### src/rtl/cal_pkg.sv
package cal_pkg;
  localparam int CAL_DW = 8;
  localparam int CAL_NF = 7;

  localparam int F_SEC = 0;
  localparam int F_MIN = 1;
  localparam int F_HR  = 2;
  localparam int F_DOW = 3;
  localparam int F_DAY = 4;
  localparam int F_MON = 5;
  localparam int F_YR  = 6;

  // Last in-range value of each field (day uses a computed limit instead).
  function automatic logic [CAL_DW-1:0] fld_max(int idx);
    case (idx)
      F_SEC, F_MIN: return CAL_DW'(59);
      F_HR:         return CAL_DW'(23);
      F_DOW:        return CAL_DW'(6);
      F_DAY:        return CAL_DW'(31);
      F_MON:        return CAL_DW'(12);
      default:      return CAL_DW'(99);
    endcase
  endfunction

  // First in-range value; also the reset value.
  function automatic logic [CAL_DW-1:0] fld_min(int idx);
    if (idx == F_DAY || idx == F_MON) return CAL_DW'(1);
    return '0;
  endfunction

  function automatic logic leap_year(logic [CAL_DW-1:0] yr);
    return (yr[1:0] == 2'b00);
  endfunction

  function automatic logic [CAL_DW-1:0] month_days(logic [CAL_DW-1:0] mon,
                                                   logic [CAL_DW-1:0] yr);
    case (mon)
      CAL_DW'(2):                          return leap_year(yr) ? CAL_DW'(29) : CAL_DW'(28);
      CAL_DW'(4), CAL_DW'(6), CAL_DW'(9),
      CAL_DW'(11):                         return CAL_DW'(30);
      default:                             return CAL_DW'(31);
    endcase
  endfunction
endpackage

### src/rtl/cal_field.sv
module cal_field #(
  parameter int             DW   = 8,
  parameter logic [DW-1:0]  MINV = '0
) (
  input  logic          clk,
  input  logic          rst_n,
  input  logic          inc,
  input  logic [DW-1:0] lim,
  input  logic          wr_en,
  input  logic [DW-1:0] wr_val,
  output logic [DW-1:0] val,
  output logic          last
);
  // At or beyond the limit: the next step wraps and carries.
  assign last = (val >= lim);

  always_ff @(posedge clk) begin
    if (!rst_n)      val <= MINV;
    else if (wr_en)  val <= wr_val;
    else if (inc)    val <= last ? MINV : val + 1'b1;
  end

  AST_FIELD_HOLD: assert property (@(posedge clk) disable iff (!rst_n)
    !inc && !wr_en |=> $stable(val));
  AST_FIELD_LOAD: assert property (@(posedge clk) disable iff (!rst_n)
    wr_en |=> val == $past(wr_val));
  AST_FIELD_WRAP: assert property (@(posedge clk) disable iff (!rst_n)
    inc && last && !wr_en |=> val == MINV);
  AST_FIELD_STEP: assert property (@(posedge clk) disable iff (!rst_n)
    inc && !last && !wr_en |=> val > $past(val));
endmodule

### src/rtl/cal_readmux.sv
module cal_readmux #(
  parameter int NF = 7,
  parameter int AW = 6,
  parameter int DW = 8
) (
  input  logic [NF-1:0][DW-1:0] fields,
  input  logic [AW-1:0]         addr,
  output logic [DW-1:0]         rdata
);
  always_comb begin
    rdata = '0;
    for (int i = 0; i < NF; i++)
      if (addr == AW'(i)) rdata = fields[i];
  end
endmodule

### src/rtl/cal_time_counter.sv
module cal_time_counter
  import cal_pkg::*;
#(
  parameter int AW = 6,
  parameter int DW = CAL_DW
) (
  input  logic          clk,
  input  logic          rst_n,
  input  logic          tick_1hz,
  input  logic          we,
  input  logic [AW-1:0] addr,
  input  logic [DW-1:0] wdata,
  output logic [DW-1:0] rdata,
  output logic          new_minute,
  output logic          new_hour,
  output logic          new_day,
  output logic          new_month
);
  localparam int NF = CAL_NF;

  logic [NF-1:0][DW-1:0] fval;
  logic [NF-1:0][DW-1:0] flim;
  logic [NF-1:0]         fwr;
  logic [NF-1:0]         finc;
  logic [NF-1:0]         flast;

  // Named internal events for assertions.
  logic tick_eff;
  logic c_sec, c_min, c_hr, c_day, c_mon;

  assign tick_eff = tick_1hz && !we;   // a write steals the pulse
  assign c_sec = tick_eff && flast[F_SEC];
  assign c_min = c_sec    && flast[F_MIN];
  assign c_hr  = c_min    && flast[F_HR];
  assign c_day = c_hr     && flast[F_DAY];
  assign c_mon = c_day    && flast[F_MON];

  always_comb begin
    finc        = '0;
    finc[F_SEC] = tick_eff;
    finc[F_MIN] = c_sec;
    finc[F_HR]  = c_min;
    finc[F_DOW] = c_hr;
    finc[F_DAY] = c_hr;
    finc[F_MON] = c_day;
    finc[F_YR]  = c_mon;
  end

  for (genvar i = 0; i < NF; i++) begin : g_field
    assign fwr[i] = we && (addr == AW'(i));
    if (i == F_DAY) begin : g_dyn
      assign flim[i] = month_days(fval[F_MON], fval[F_YR]);
    end else begin : g_fix
      assign flim[i] = fld_max(i);
    end
    cal_field #(.DW(DW), .MINV(fld_min(i))) u_fld (
      .clk    (clk),
      .rst_n  (rst_n),
      .inc    (finc[i]),
      .lim    (flim[i]),
      .wr_en  (fwr[i]),
      .wr_val (wdata),
      .val    (fval[i]),
      .last   (flast[i])
    );
  end

  cal_readmux #(.NF(NF), .AW(AW), .DW(DW)) u_rd (
    .fields (fval),
    .addr   (addr),
    .rdata  (rdata)
  );

  always_ff @(posedge clk) begin
    if (!rst_n) begin
      new_minute <= 1'b0;
      new_hour   <= 1'b0;
      new_day    <= 1'b0;
      new_month  <= 1'b0;
    end else begin
      new_minute <= c_sec;
      new_hour   <= c_min;
      new_day    <= c_hr;
      new_month  <= c_day;
    end
  end

  AST_MIN_ZERO: assert property (@(posedge clk) disable iff (!rst_n)
    new_minute |-> fval[F_SEC] == '0);
  AST_HOUR_NEST: assert property (@(posedge clk) disable iff (!rst_n)
    new_hour |-> new_minute && fval[F_MIN] == '0);
  AST_DAY_NEST: assert property (@(posedge clk) disable iff (!rst_n)
    new_day |-> new_hour && fval[F_HR] == '0);
  AST_MONTH_ONE: assert property (@(posedge clk) disable iff (!rst_n)
    new_month |-> new_day && fval[F_DAY] == DW'(1));
  AST_DOW_MOVES: assert property (@(posedge clk) disable iff (!rst_n)
    c_hr |=> fval[F_DOW] != $past(fval[F_DOW]));
  AST_WRITE_DROPS_TICK: assert property (@(posedge clk) disable iff (!rst_n)
    we && tick_1hz && addr != AW'(F_SEC) |=> $stable(fval[F_SEC]));
endmodule

### config.mk
export PLATFORM = sky130hd
export DESIGN_NAME = cal_time_counter
export DESIGN_NICKNAME = d
export VERILOG_FILES = /design/src/rtl/cal_pkg.sv /design/src/rtl/cal_field.sv /design/src/rtl/cal_readmux.sv /design/src/rtl/cal_time_counter.sv
export SDC_FILE = /design/constraint.sdc
export NUM_CORES = 1
export LEC_CHECK = 0
export ABC_AREA = 1
export BUFFER_PORTS_ARGS = -buffer_cell sky130_fd_sc_hd__buf_2
export CORE_ASPECT_RATIO = 1.5
export CORE_MARGIN = 1.5
export CORE_UTILIZATION = 52
export DETAILED_ROUTE_END_ITERATION = 6
export GPL_TIMING_DRIVEN = 1
export PLACE_DENSITY = 0.73
export SKIP_CTS_REPAIR_TIMING = 1
export SYNTH_ARGS = -nofsm -noshare
export SYNTH_HDL_FRONTEND = slang
export SYNTH_SLANG_ARGS = --single-unit
### constraint.sdc
create_clock -name clk -period 6.4 [get_ports clk]
set_input_delay 0.32 -clock clk [delete_from_list [all_inputs] [get_ports clk]]
set_output_delay 0.32 -clock clk [all_outputs]
set_load 0.1 [all_outputs]
# Word level (Yosys, flattened, before mapping)
# Cells that the tools add are included.
[totals]
out_inout_bits = 12
in_bits = 18
word_cells = 90
regBits = 60
[classes]
eq_ne = 11
order_cmp = 7
n_mux = 30
reduce_logical = 24
addsub = 7
[op_table]
columns = ["op", "n"]
rows = [
  ["8-bit 2-to-1 mux", 28],
  ["8-bit by 1-bit adder with 8-bit output (second input constant)", 7],
  ["6-bit by 3-bit == test with 1-bit output (second input constant)", 3],
  ["8-bit by 3-bit == test with 1-bit output (second input constant)", 2],
  ["8-bit by 4-bit == test with 1-bit output (second input constant)", 2],
  ["8-bit by 6-bit >= comparator with 1-bit output (second input constant)", 2],
  ["2-bit nonzero test", 7],
  ["1-bit logical AND", 13],
  ["6-bit by 2-bit == test with 1-bit output (second input constant)", 2],
  ["8-bit by 2-bit == test with 1-bit output (second input constant)", 1],
  ["8-bit by 3-bit >= comparator with 1-bit output (second input constant)", 1],
  ["8-bit by 4-bit >= comparator with 1-bit output (second input constant)", 1],
  ["8-bit by 5-bit >= comparator with 1-bit output", 1],
  ["8-bit by 5-bit >= comparator with 1-bit output (second input constant)", 1],
  ["8-bit by 7-bit >= comparator with 1-bit output (second input constant)", 1],
  ["6-bit by 1-bit == test with 1-bit output (second input constant)", 1],
  ["6-bit logical NOT", 1],
  ["2-bit one-hot mux with 2 select lines", 1],
  ["4-bit OR reduction", 1],
  ["2-bit logical NOT", 1],
  ["1-bit logical NOT", 1],
  ["1-bit 2-to-1 mux", 1],
]

# Depth between registers and ports, before layout
# Gate-level depths: netlist of run 1.
[logic_depth]
depth_word = 9
ltp_mapped = 18
mapped_depth_nobuf = 18

# Hierarchy
# Synthesis of run 1 repeated with hierarchy kept, for this count alone.
[hier_totals]
cells_unflattened = 929
area_unflattened_um2 = 5957.0
[by_module_without_submodules]
columns = ["module", "area_each_um2", "seq_area_each_um2", "cells_each", "instances"]
rows = [
  ["cal_field at g_field[0].u_fld ...", 721.9, 160.2, 108, 5],
  ["cal_field at g_field[4].u_fld ...", 718.2, 160.2, 108, 2],
  ["cal_readmux", 539.3, 0.0, 108, 1],
  ["cal_time_counter", 371.6, 80.1, 65, 1],
]

# Worst setup path after synthesis of run 1
# Ideal clock, no wire load.
[synth_timing]
path_type = "in2out"
startpoint = "input port addr[3]"
endpoint = "output port rdata[2]"
t_required_ns = 6.080
slack_ns = 3.715
arrival_ns = 2.365
path_stages = 5
n_path_buf = 0
cell_sequence = "inv_1 nand2_1 nor3_1 nand2_1 o2111ai_1"
[synth_between]
elab_chain_cells = 8
elab_cells_between_ends = 14
cone_classes = "eq/ne: 6; mux: 7; reduce/logical: 1"
[synth_rtl]
columns = ["item", "line", "text"]
rows = [
  ["from (decl)", "cal_time_counter.sv:11", "input logic [AW-1:0] addr,"],
  ["6-bit logical NOT", "cal_readmux.sv:13", "if (addr == AW'(i)) rdata = fields[i];"],
  ["8-bit 2-to-1 mux (6 in a row)", "cal_readmux.sv:13", ""],
  ["8-bit 2-to-1 mux (*)", "cal_readmux.sv:13", ""],
  ["to (decl)", "cal_time_counter.sv:13", "output logic [DW-1:0] rdata,"],
]
# Mark *: on every way between the ends. The rest lies on a longest branch, timed or not.

# Final worst setup path of run 1
[layout_timing]
startpoint = "register g_field[5].u_fld.val[0]"
endpoint = "register g_field[4].u_fld.val[4]"
[layout_between]
elab_chain_cells = 7
elab_cells_between_ends = 11
cone_classes = "order compare: 1; eq/ne: 5; mux: 4; reduce/logical: 1"
[layout_rtl]
columns = ["item", "line", "text"]
rows = [
  ["from (decl)", "cal_field.sv:11", "output logic [DW-1:0] val,"],
  ["from (signal assigned)", "cal_field.sv:19", "else if (wr_en) val <= wr_val;"],
  ["from (signal assigned)", "cal_field.sv:20", "else if (inc) val <= last ? MINV : val + 1'b1;"],
  ["8-bit by 3-bit == test with 1-bit output / 8-bit by 4-bit == test with 1-bit output (equally long branches)", "cal_pkg.sv:37", "case (mon)"],
  ["4-bit OR reduction", "cal_pkg.sv:37", ""],
  ["2-bit one-hot mux with 2 select lines (*)", "cal_pkg.sv:37", ""],
  ["8-bit by 5-bit >= comparator with 1-bit output (*)", "cal_field.sv:15", "assign last = (val >= lim);"],
  ["8-bit 2-to-1 mux (*) (2 in a row)", "cal_field.sv:20", ""],
  ["8-bit 2-to-1 mux (*)", "cal_field.sv:19", ""],
  ["to (signal assigned)", "cal_field.sv:19", ""],
  ["to (signal assigned)", "cal_field.sv:20", ""],
  ["to (decl)", "cal_field.sv:11", ""],
]
# Mark *: on every way between the ends. The rest lies on a longest branch, timed or not. The select of a mux whose other input is x is not followed.
# A chain may end at the register's enable or synchronous reset.

==> results of run 1 <==
-- layout by cell type, fill, tap and decap left out, types with 2 or more instances in the layout --
master,n
buf_2,29
xor2_1,8
nand2_1,158
nand3_2,2
a22oi_1,2
dfxtp_1,60
o21bai_1,2
clkinv_2,2
nand3_1,44
nand2_2,3
xnor2_1,3
o22ai_1,14
inv_2,2
a21oi_1,42
nand4_1,6
ha_1,14
o21ai_1,2
nor3_1,11
o2111ai_1,3
nor2_2,3
o211ai_1,2
inv_1,75
clkbuf_8,12
nor2_4,6
a31oi_1,7
o21ai_0,29
nor2_1,65
-- report_power, final --
group	total (mW)	switching, mW	internal [mW]
registers	0.378	0.00227	0.376
logic	0.0487	0.0368	0.0119
clock network	0.313	0.147	0.166
total	0.740	0.186	0.554
-- registers in the layout, summed over array words and instances, names as in the netlist --
| name | count |
|---|---|
| g_field.u_fld.val | 56 |
| new_minute | 1 |
| new_month | 1 |
| new_hour | 1 |
| new_day | 1 |
-- worst max path at each step --
stage | start | to | cells after the start
CTS | g_field[5].u_fld.val[0]$_SDFFE_PN1P_ | g_field[4].u_fld.val[4]$_SDFFE_PN0P_ | 15
floorplan | addr[3] | rdata[2] | 5
detailed placement | g_field[5].u_fld.val[0]$_SDFFE_PN1P_ | g_field[4].u_fld.val[4]$_SDFFE_PN0P_ | 15
finish | g_field[5].u_fld.val[0]$_SDFFE_PN1P_ | g_field[4].u_fld.val[4]$_SDFFE_PN0P_ | 15
global route | g_field[5].u_fld.val[0]$_SDFFE_PN1P_ | g_field[4].u_fld.val[4]$_SDFFE_PN0P_ | 17
global placement | g_field[5].u_fld.val[0]$_SDFFE_PN1P_ | g_field[4].u_fld.val[4]$_SDFFE_PN0P_ | 15
-- logic make-up (layout without fill, tap and decap cells) --
| family | after synthesis | in the layout | synth area share, % |
|---|---|---|---|
| DFF | 60 | 60 | 32.0 |
| muxes | 1 | 1 | 0.267 |
| xor gates and xnor gates | 11 | 11 | 2.57 |
| adders and majority gates | 14 | 14 | 4.67 |
| and+or+nand+nor | 302 | 302 | 35.3 |
| buffers and inverters | 86 | 121 | 8.83 |
| AOI/OAI and AO/OA | 108 | 108 | 16.4 |
-- worst max-delay path, cell delays in order (launching register included) --
cell     delay [ns]
dfxtp_1        0.36
inv_1          0.12
ha_1           0.18
inv_1          0.06
o41ai_1        0.37
inv_1          0.08
ha_1           0.27
o21ai_0        0.15
nand2_1        0.07
nand2_1        0.06
nand2_1        0.13
nor2_1         0.31
nand3_1        0.12
nand2_1        0.08
nand2_1        0.05
a21oi_1        0.14
-- routing by layer --
layer,GRT usage (%),vias up,part of all wire [%]
li1,-,1966,-
met1,33.2,1822,40
met2,55.5,141,51
met3,6.95,32,5.7
met4,14.8,0,3.5
met5,0,-,0
-- area by class of cell --
type | count | share of cell area [%]
multi-input combinational | 436 | 53.7
sequential | 60 | 29.0
inverter | 77 | 6.99
clock buffer | 12 | 3.99
timing repair buffer | 30 | 3.69
tap | 78 | 2.36
clock inverter | 2 | 0.242
-- per-stage QoR --
step                      instances  total power, mW  hold WS (ns)
after global placement          681            0.433         0.452
after CTS                       695            0.743         0.236
after detailed placement        681            0.434         0.458
after floorplan                 582            0.413         0.441
after global routing            695            0.764         0.266
final                           695            0.740         0.244
==> flow_summary.ini, run 1 <==
[grt]
grt_max_degree = 35
grt_pass1_vias = 3974
grtUsageTotal_pct = 30.8
antenna_found_initial = 0
grt_overflow = 0
grt_pass1_wl_microns = 18200

[die]
initial_core_util_pct = 54.1
die_w_microns = 72.4
dieArea_sq_um = 7750
fp-row-count = 37
io_pins = 30
core-area_sq_um = 6940
die_y_microns = 107

[worst_setup_path]
required_ns = 6.68
critPathCaptureType = register
cp_max_fo = 6
r2r_end = g_field[4].u_fld.val[4]$_SDFFE_PN0P_
timing.rr.start = g_field[5].u_fld.val[0]$_SDFFE_PN1P_
ff2ff_setup_slack_ns = 3.76
worstPathArrival_ns = 2.92
start_kind = register
rr_worst_depth = 15
critical_path_class = register to register

[timing]
fmax_mhz = 379
worst_pin_slew_ns = 0.494
fin_setup_tns_ns = 0
rsz0062_at_grt = no
period_needed_ns = 2.64
worst_slack_ns = 3.76
setup_viol = 0
hold_viol = 0
max-slew-margin-rel_pct = 67.3
fin_crit_sh_pct = 41.2
slew_violations = 0
skew_ns = 0.0126

[synth]
synth_edf_count = 0
synthesis.area_sq_um = 3750
ys.flop_type = dfxtp_1
ys_ff_latch = 60
synth_common_cells = 158 x nand2_1, 75 x inv_1, 65 x nor2_1
async_reset_ff_share_pct = 0
synth_cell_types = 37
synth_area_per_cell_sq_um = 6.45
synth_most_common_cell = nand2_1
synthesis.nets = 614
yosysSeqAreaShare_pct = 32.0
yosysWarnings = 0
synth_top_cell_by_area = dfxtp_1
synth_top_area_share_pct = 32.0
synthTopCellsByArea = dfxtp_1 32%, nand2_1 16%, inv_1 7.5%, nor2_1 6.5%, nand3_1 5.9%
synthesis.instances = 582

[placement]
place_area_sq_um = 3960
dp_hpwl_microns = 8470
dpl_worst_slack_ns = 3.84
place_congestion = 0.932
io_buffers = 29

[run]
maxCapViolations = 0

[cells_and_area]
post-route-util_pct = 59.6
antenna_cells = 0
fin_area_sq_um = 4140
drive_gt1_share_pct = 10.0
layout.nets = 646
area_delta_synth_final_pct = 10.2
fill_cells = 694
regArea_sq_um = 1200
multi_input_area_sq_um = 2220

[worst_hold_path]
hp-start = wdata[0]
whs_path_depth = 3
hold_path_end = g_field[2].u_fld.val[0]$_SDFFE_PN0P_
worstHoldPathType = input port to register

[drt]
wl_per_cell_microns = 15.9
drtIter0Drc = 299
drc_errors = 1
vias = 3961
first_pass_iters = 7
ant_nets = 0
wl_microns = 11000
drt-vias-per-instance = 5.70

[power]
vdd_drop_max_mv = 0.130
power_density_nw_per_um2 = 179
leakage_nw = 1.74

[clock_tree]
path_clk_slew_ns = 0.07
clock_path_buffers = 2
cts_sinks = 60
htreeDepth = 3
numCtsBuffers = 9
cts_tree = done
insertion_delay_ns = 0.36
cts_root_buffer = clkbuf_8

[outcome]
status = finished with violations
violations = DRC
(Power assumes the default switching activity.)
==> run 2: changes to the inputs <==
- ABC_AREA: 1 -> 0
- PLACE_DENSITY: 0.73 -> 0.75
- clock period: 6.4 -> 2.4 ns (I/O delays scaled with it)
==> run 2 against run 1 <==
Net effect: critical path depth down 5; critical path type unchanged; die area grew 3.4%; fmax about the same; worst hold slack worse by 0.18 ns; critical endpoint is now g_field[6].u_fld.val[5]$_SDFFE_PN0P_; total power rose to 2.9 times the previous value; the flow finishes with violations (DRC, setup timing); clock-buffer cell count rose by 1; synthesized cell count decreased by 16%; worst setup slack lost 4.0 ns; wire length grew 19%.
==> flow_summary.ini, run 2 <==
[outcome]
status = finished with violations
violations = DRC, setup timing

[cells_and_area]
largest_reg_flops = 56
layout.nets = 577
fill_cells = 617
post-route-util_pct = 65.7
stdcell_count = 649
final_cell_mix = 65 x nand2_1, 59 x dfxtp_1, 41 x buf_4
final_common_cell = nand2_1
antenna_cells = 0
regMostFlops = g_field.u_fld.val
drive_gt1_share_pct = 21.7
area_delta_synth_final_pct = 22.2

[grt]
grt_pass1_wl_microns = 20500
grt_max_degree = 23
grtUsageTotal_pct = 33.6
antenna_found_initial = 0
grt_pass1_vias = 4112
grt_overflow = 0

[synth]
ys.flop_type = dfxtp_1
synthesis.nets = 521
synth_most_common_cell = nand2_1
synth_area_per_cell_sq_um = 7.94
synthTopCellsByArea = dfxtp_1 31%, nand2_1 6.3%, ha_1 4.5%, a21oi_1 4.4%, nand3_1 4.0%
synthesis.area_sq_um = 3880
yosysSeqAreaShare_pct = 30.9
synth_common_cells = 65 x nand2_1, 60 x dfxtp_1, 34 x a21oi_1
synth_cell_types = 73
ys_ff_latch = 60
synth_top_area_share_pct = 30.9
async_reset_ff_share_pct = 0
synth_edf_count = 0
yosysWarnings = 0
synth_top_cell_by_area = dfxtp_1
synthesis.instances = 489

[drt]
ant_nets = 0
drc_errors = 2
first_pass_iters = 7
wl_per_cell_microns = 20.3
wl_microns = 13200
drtIter0Drc = 526
drt-vias-per-instance = 6.73
vias = 4366

[die]
die_y_microns = 109
fp-row-count = 38
io_pins = 30
initial_core_util_pct = 53.8
die_w_microns = 73.6
dieArea_sq_um = 8010
core-area_sq_um = 7230

[power]
vdd_drop_max_mv = 0.422
power_mw = 2.16
leakage_nw = 1.87
power_density_nw_per_um2 = 454

[timing]
period_needed_ns = 2.64
rsz0062_at_grt = yes
max-slew-margin-rel_pct = 62.7
slew_violations = 0
worst_pin_slew_ns = 0.557
hold_viol = 0
worst_slack_ns = -0.236
fin_crit_sh_pct = 110
skew_ns = 0.00953
fmax_mhz = 379
setup_viol = 20
fin_setup_tns_ns = -2.32

[clock_tree]
cts_root_buffer = clkbuf_8
htreeDepth = 3
cts_tree = done
clock_path_buffers = 2
path_clk_slew_ns = 0.07
insertion_delay_ns = 0.35
numCtsBuffers = 9
cts_sinks = 60

[worst_hold_path]
worstHoldPathType = input port to register
hp-start = rst_n

[worst_setup_path]
critPathCaptureType = register
timing.rr.start = g_field[5].u_fld.val[6]$_SDFFE_PN0P_
worstPathArrival_ns = 2.87
start_kind = register
required_ns = 2.63
cp_max_fo = 5
critPathLaunch = g_field[5].u_fld.val[6]$_SDFFE_PN0P_
critical_path_class = register to register

[placement]
dpl_worst_slack_ns = -0.130
place_inst = 631
place_congestion = 0.978
dp_hpwl_microns = 9350
io_buffers = 29

[run]
maxCapViolations = 0
## run 2: cell types whose count changed in the layout (fill, tap and decap cells not counted), sizes merged, moves of 7 or more
| cell | before | now |
|---|---|---|
| nand3 | 47 | 33 |
| and3 | 1 | 12 |
| buf | 30 | 74 |
| inv | 77 | 9 |
| o211ai | 2 | 11 |
| a31oi | 7 | 19 |
| nor2b | 0 | 8 |
| xor2 | 8 | 1 |
| a22oi | 2 | 12 |
| nor2 | 74 | 28 |
| nand2 | 161 | 66 |
## run 2: cell type report
type / instances / area, sq um / share of cell area (%)
multi-input cells: 390 / 2580 / 54.4
well taps: 100 / 125 / 2.64
repair buffers: 74 / 618 / 13.0
inverters: 10 / 37.5 / 0.791
flip-flops and latches: 60 / 1200 / 25.3
clock inverters: 2 / 35.0 / 0.738
clock buffers: 13 / 149 / 3.14
## run 2: logic make-up (layout without fill, tap and decap cells)
kind of cell | Yosys count | count (layout) | share of synthesized area [%]
AO/OA/AOI/OAI | 165 | 165 | 30.5
buffers and inverters | 39 | 99 | 4.70
multiplexers | 7 | 7 | 2.16
flip-flops | 60 | 60 | 30.9
adder cells (fa/ha/maj) | 14 | 14 | 4.51
AND/OR/NAND/NOR | 203 | 203 | 27.0
XOR/XNOR | 1 | 1 | 0.225
## run 2: worst max-delay path: stages (launching register included)
cell and delay [ns]:
dfxtp_1 0.31, or4_4 0.55, a21oi_2 0.11, o21ai_1 0.09
ha_1 0.32, nand2b_4 0.15, nand4_1 0.21, a21oi_4 0.13
buf_6 0.16, and4_1 0.15, or3_1 0.34
## run 2: per-layer routing
layer  vias to the layer above  part of all wire (%)  GRT usage (%)
met5                         -                     0              0
met4                         0                   5.6           18.0
met3                        65                   7.5           6.10
met2                       246                    49           57.1
met1                      2067                    38           39.3
li1                       1988                     -              -
## run 2: worst paths after layout
kind	to	slack, ns	cells past startpoint
setup reg to reg	g_field[6].u_fld.val[5]$_SDFFE_PN0P_	-0.24	10
hold reg to reg	g_field[4].u_fld.val[7]$_SDFFE_PN0P_	0.50	2
hold / removal	g_field[5].u_fld.val[0]$_SDFFE_PN1P_	0.07	2
setup / recovery	g_field[6].u_fld.val[5]$_SDFFE_PN0P_	-0.24	10
## run 2: power breakdown
part,switching (mW),internal [mW]
registers,0.0335,1.02
logic,0.133,0.0735
clock network,0.399,0.502
total,0.566,1.59
## run 2: through the flow
stage          hold WS, ns  instance area, sq um
2_1_floorplan        0.250                  3900
3_3_place_gp         0.421                  4460
3_5_place_dp         0.424                  4460
4_1_cts             0.0568                  4640
5_1_grt             0.0799                  4750
6_report            0.0681                  4750
==> run 3: changes to the inputs <==
- CORE_MARGIN: 1.5 -> default
- GPL_TIMING_DRIVEN: 1 -> default
- PLACE_DENSITY: 0.75 -> 0.72
==> run 3 against run 2 <==
Net effect: clock power is 37% higher; critical path depth unchanged; worst hold slack worse by 0.0056 ns; cell count is 0.15% higher; wire length decreased by 1.7%; fmax increased by 3.2%; sequential power hardly changed; clock skew rose by 0.0044 ns; highest routed layer unchanged; total power grew 15%; largest power group is now clock; the flow finishes with violations (setup timing).
==> flow_summary.ini, run 3 (same netlist as run 2, synthesis figures left out) <==
[worst_hold_path]
worstHoldPathType = input port to register
whs_path_depth = 3

[timing]
skew_ns = 0.0140
period_needed_ns = 2.55
worst_pin_slew_ns = 0.733
max-slew-margin-rel_pct = 51.1
hold_viol = 0
slew_violations = 0
worst_slack_ns = -0.154
fmax_mhz = 392
hold_ws_ns = 0.0625
fin_setup_tns_ns = -0.915
rsz0062_at_grt = yes
setup_viol = 13
fin_crit_sh_pct = 106

[clock_tree]
insertion_delay_ns = 0.36
htreeDepth = 3
path_clk_slew_ns = 0.07
cts_tree = done
cts_root_buffer = clkbuf_8
numCtsBuffers = 9
cts_sinks = 60
clock_path_buffers = 2

[worst_setup_path]
critPathCaptureType = register
required_ns = 2.65
worstPathArrival_ns = 2.81
cp_num_cells = 10
crit_chain = or4_4 -> a21oi_2 -> o21ai_1 -> ha_1 -> nand2b_4 -> nand4_1 -> a21oi_2 -> buf_4 -> a21o_1 -> o221a_2
critPathBufInv = 1
crit_path_top_delay_cell = or4_4
slowest_delay_ns = 0.55
critical_path_class = register to register
cp_max_fo = 4
rr_worst_depth = 10
cp_common_cell = a21oi_2
start_kind = register
cp_top_family = simple AND/OR/NAND/NOR gates

[cells_and_area]
regMostFlops = g_field.u_fld.val
antenna_cells = 0
stdcell_count = 650
area_delta_synth_final_pct = 24.9
layout.nets = 577
final_common_cell = nand2_1
largest_reg_flops = 56
final_cell_mix = 65 x nand2_1, 58 x dfxtp_1, 39 x buf_4
post-route-util_pct = 67.1
drive_gt1_share_pct = 22.2

[placement]
io_buffers = 29
place_congestion = 0.965
dpl_worst_slack_ns = -0.115
place_inst = 632
dp_hpwl_microns = 9350

[drt]
drt-vias-per-instance = 6.67
vias = 4334
first_pass_iters = 7
drtIter0Drc = 536
ant_nets = 0
wl_per_cell_microns = 19.9
drc_errors = 0
wl_microns = 12900

[die]
dieArea_sq_um = 7830
fp-row-count = 38
io_pins = 30
die_y_microns = 108
die_w_microns = 72.6
initial_core_util_pct = 53.8
core-area_sq_um = 7230

[grt]
grtUsageTotal_pct = 33.8
grt_max_degree = 22
grt_overflow = 0
antenna_found_initial = 0
grt_pass1_wl_microns = 19800
grt_pass1_vias = 4044

[run]
maxCapViolations = 0

[power]
leakage_nw = 1.91
vdd_drop_max_mv = 0.488
power_density_nw_per_um2 = 512

[outcome]
status = finished with violations
violations = setup timing
==> run 3: changes by cell type in the layout (fill, tap and decap cells not counted), moves of 2 or more <==
cell and change:
nor4_4 +2, bufinv_16 +3, nor4_2 -2, clkbuf_1 -3
buf_4 -2
==> run 3: tightest hold or removal path, cell delays in order <==
cell and delay, ns:
buf_2 0.13, nand2_1 0.06, a31oi_1 0.06
==> run 3: cell type report <==
type                    count  area, sq um
multi-input cells         391         2610
fillers                   636         2380
flip-flops and latches     60         1200
repair buffers             73          614
clock inverters             7          139
well taps                 100          125
clock buffers               9          124
inverters                  10         37.5
==> run 3: power breakdown <==
group          leakage [nW]  total (mW)  switching [mW]  internal (mW)
clock                 0.133        1.23           0.439          0.793
sequential            0.484        1.05          0.0328           1.02
combinational          1.30       0.205           0.132         0.0730
==> run 3: per-stage QoR <==
stage / cell area, sq um / power [mW]
finish: 4850 / 2.48
global route: 4850 / 2.55
CTS: 4730 / 2.48
detailed placement: 4460 / 1.26
global placement: 4460 / 1.26
floorplan: 3900 / 1.17
==> run 3: routing by layer <==
layer	wire, microns	vias up	GRT usage [%]
li1	-	1998	-
met1	4760	2042	38.3
met2	6450	242	56.9
met3	1120	52	6.46
met4	616	0	22.0
met5	0	-	0
==> run 3: final timing paths <==
check,start,to,slack [ns]
worst max-delay path,g_field[5].u_fld.val[6]$_SDFFE_PN0P_,g_field[6].u_fld.val[6]$_SDFFE_PN0P_,-0.15
worst min-delay path,wdata[4],g_field[1].u_fld.val[4]$_SDFFE_PN0P_,0.06
worst max register to register,g_field[5].u_fld.val[6]$_SDFFE_PN0P_,g_field[6].u_fld.val[6]$_SDFFE_PN0P_,-0.15
worst min register to register,g_field[4].u_fld.val[7]$_SDFFE_PN0P_,g_field[4].u_fld.val[7]$_SDFFE_PN0P_,0.50
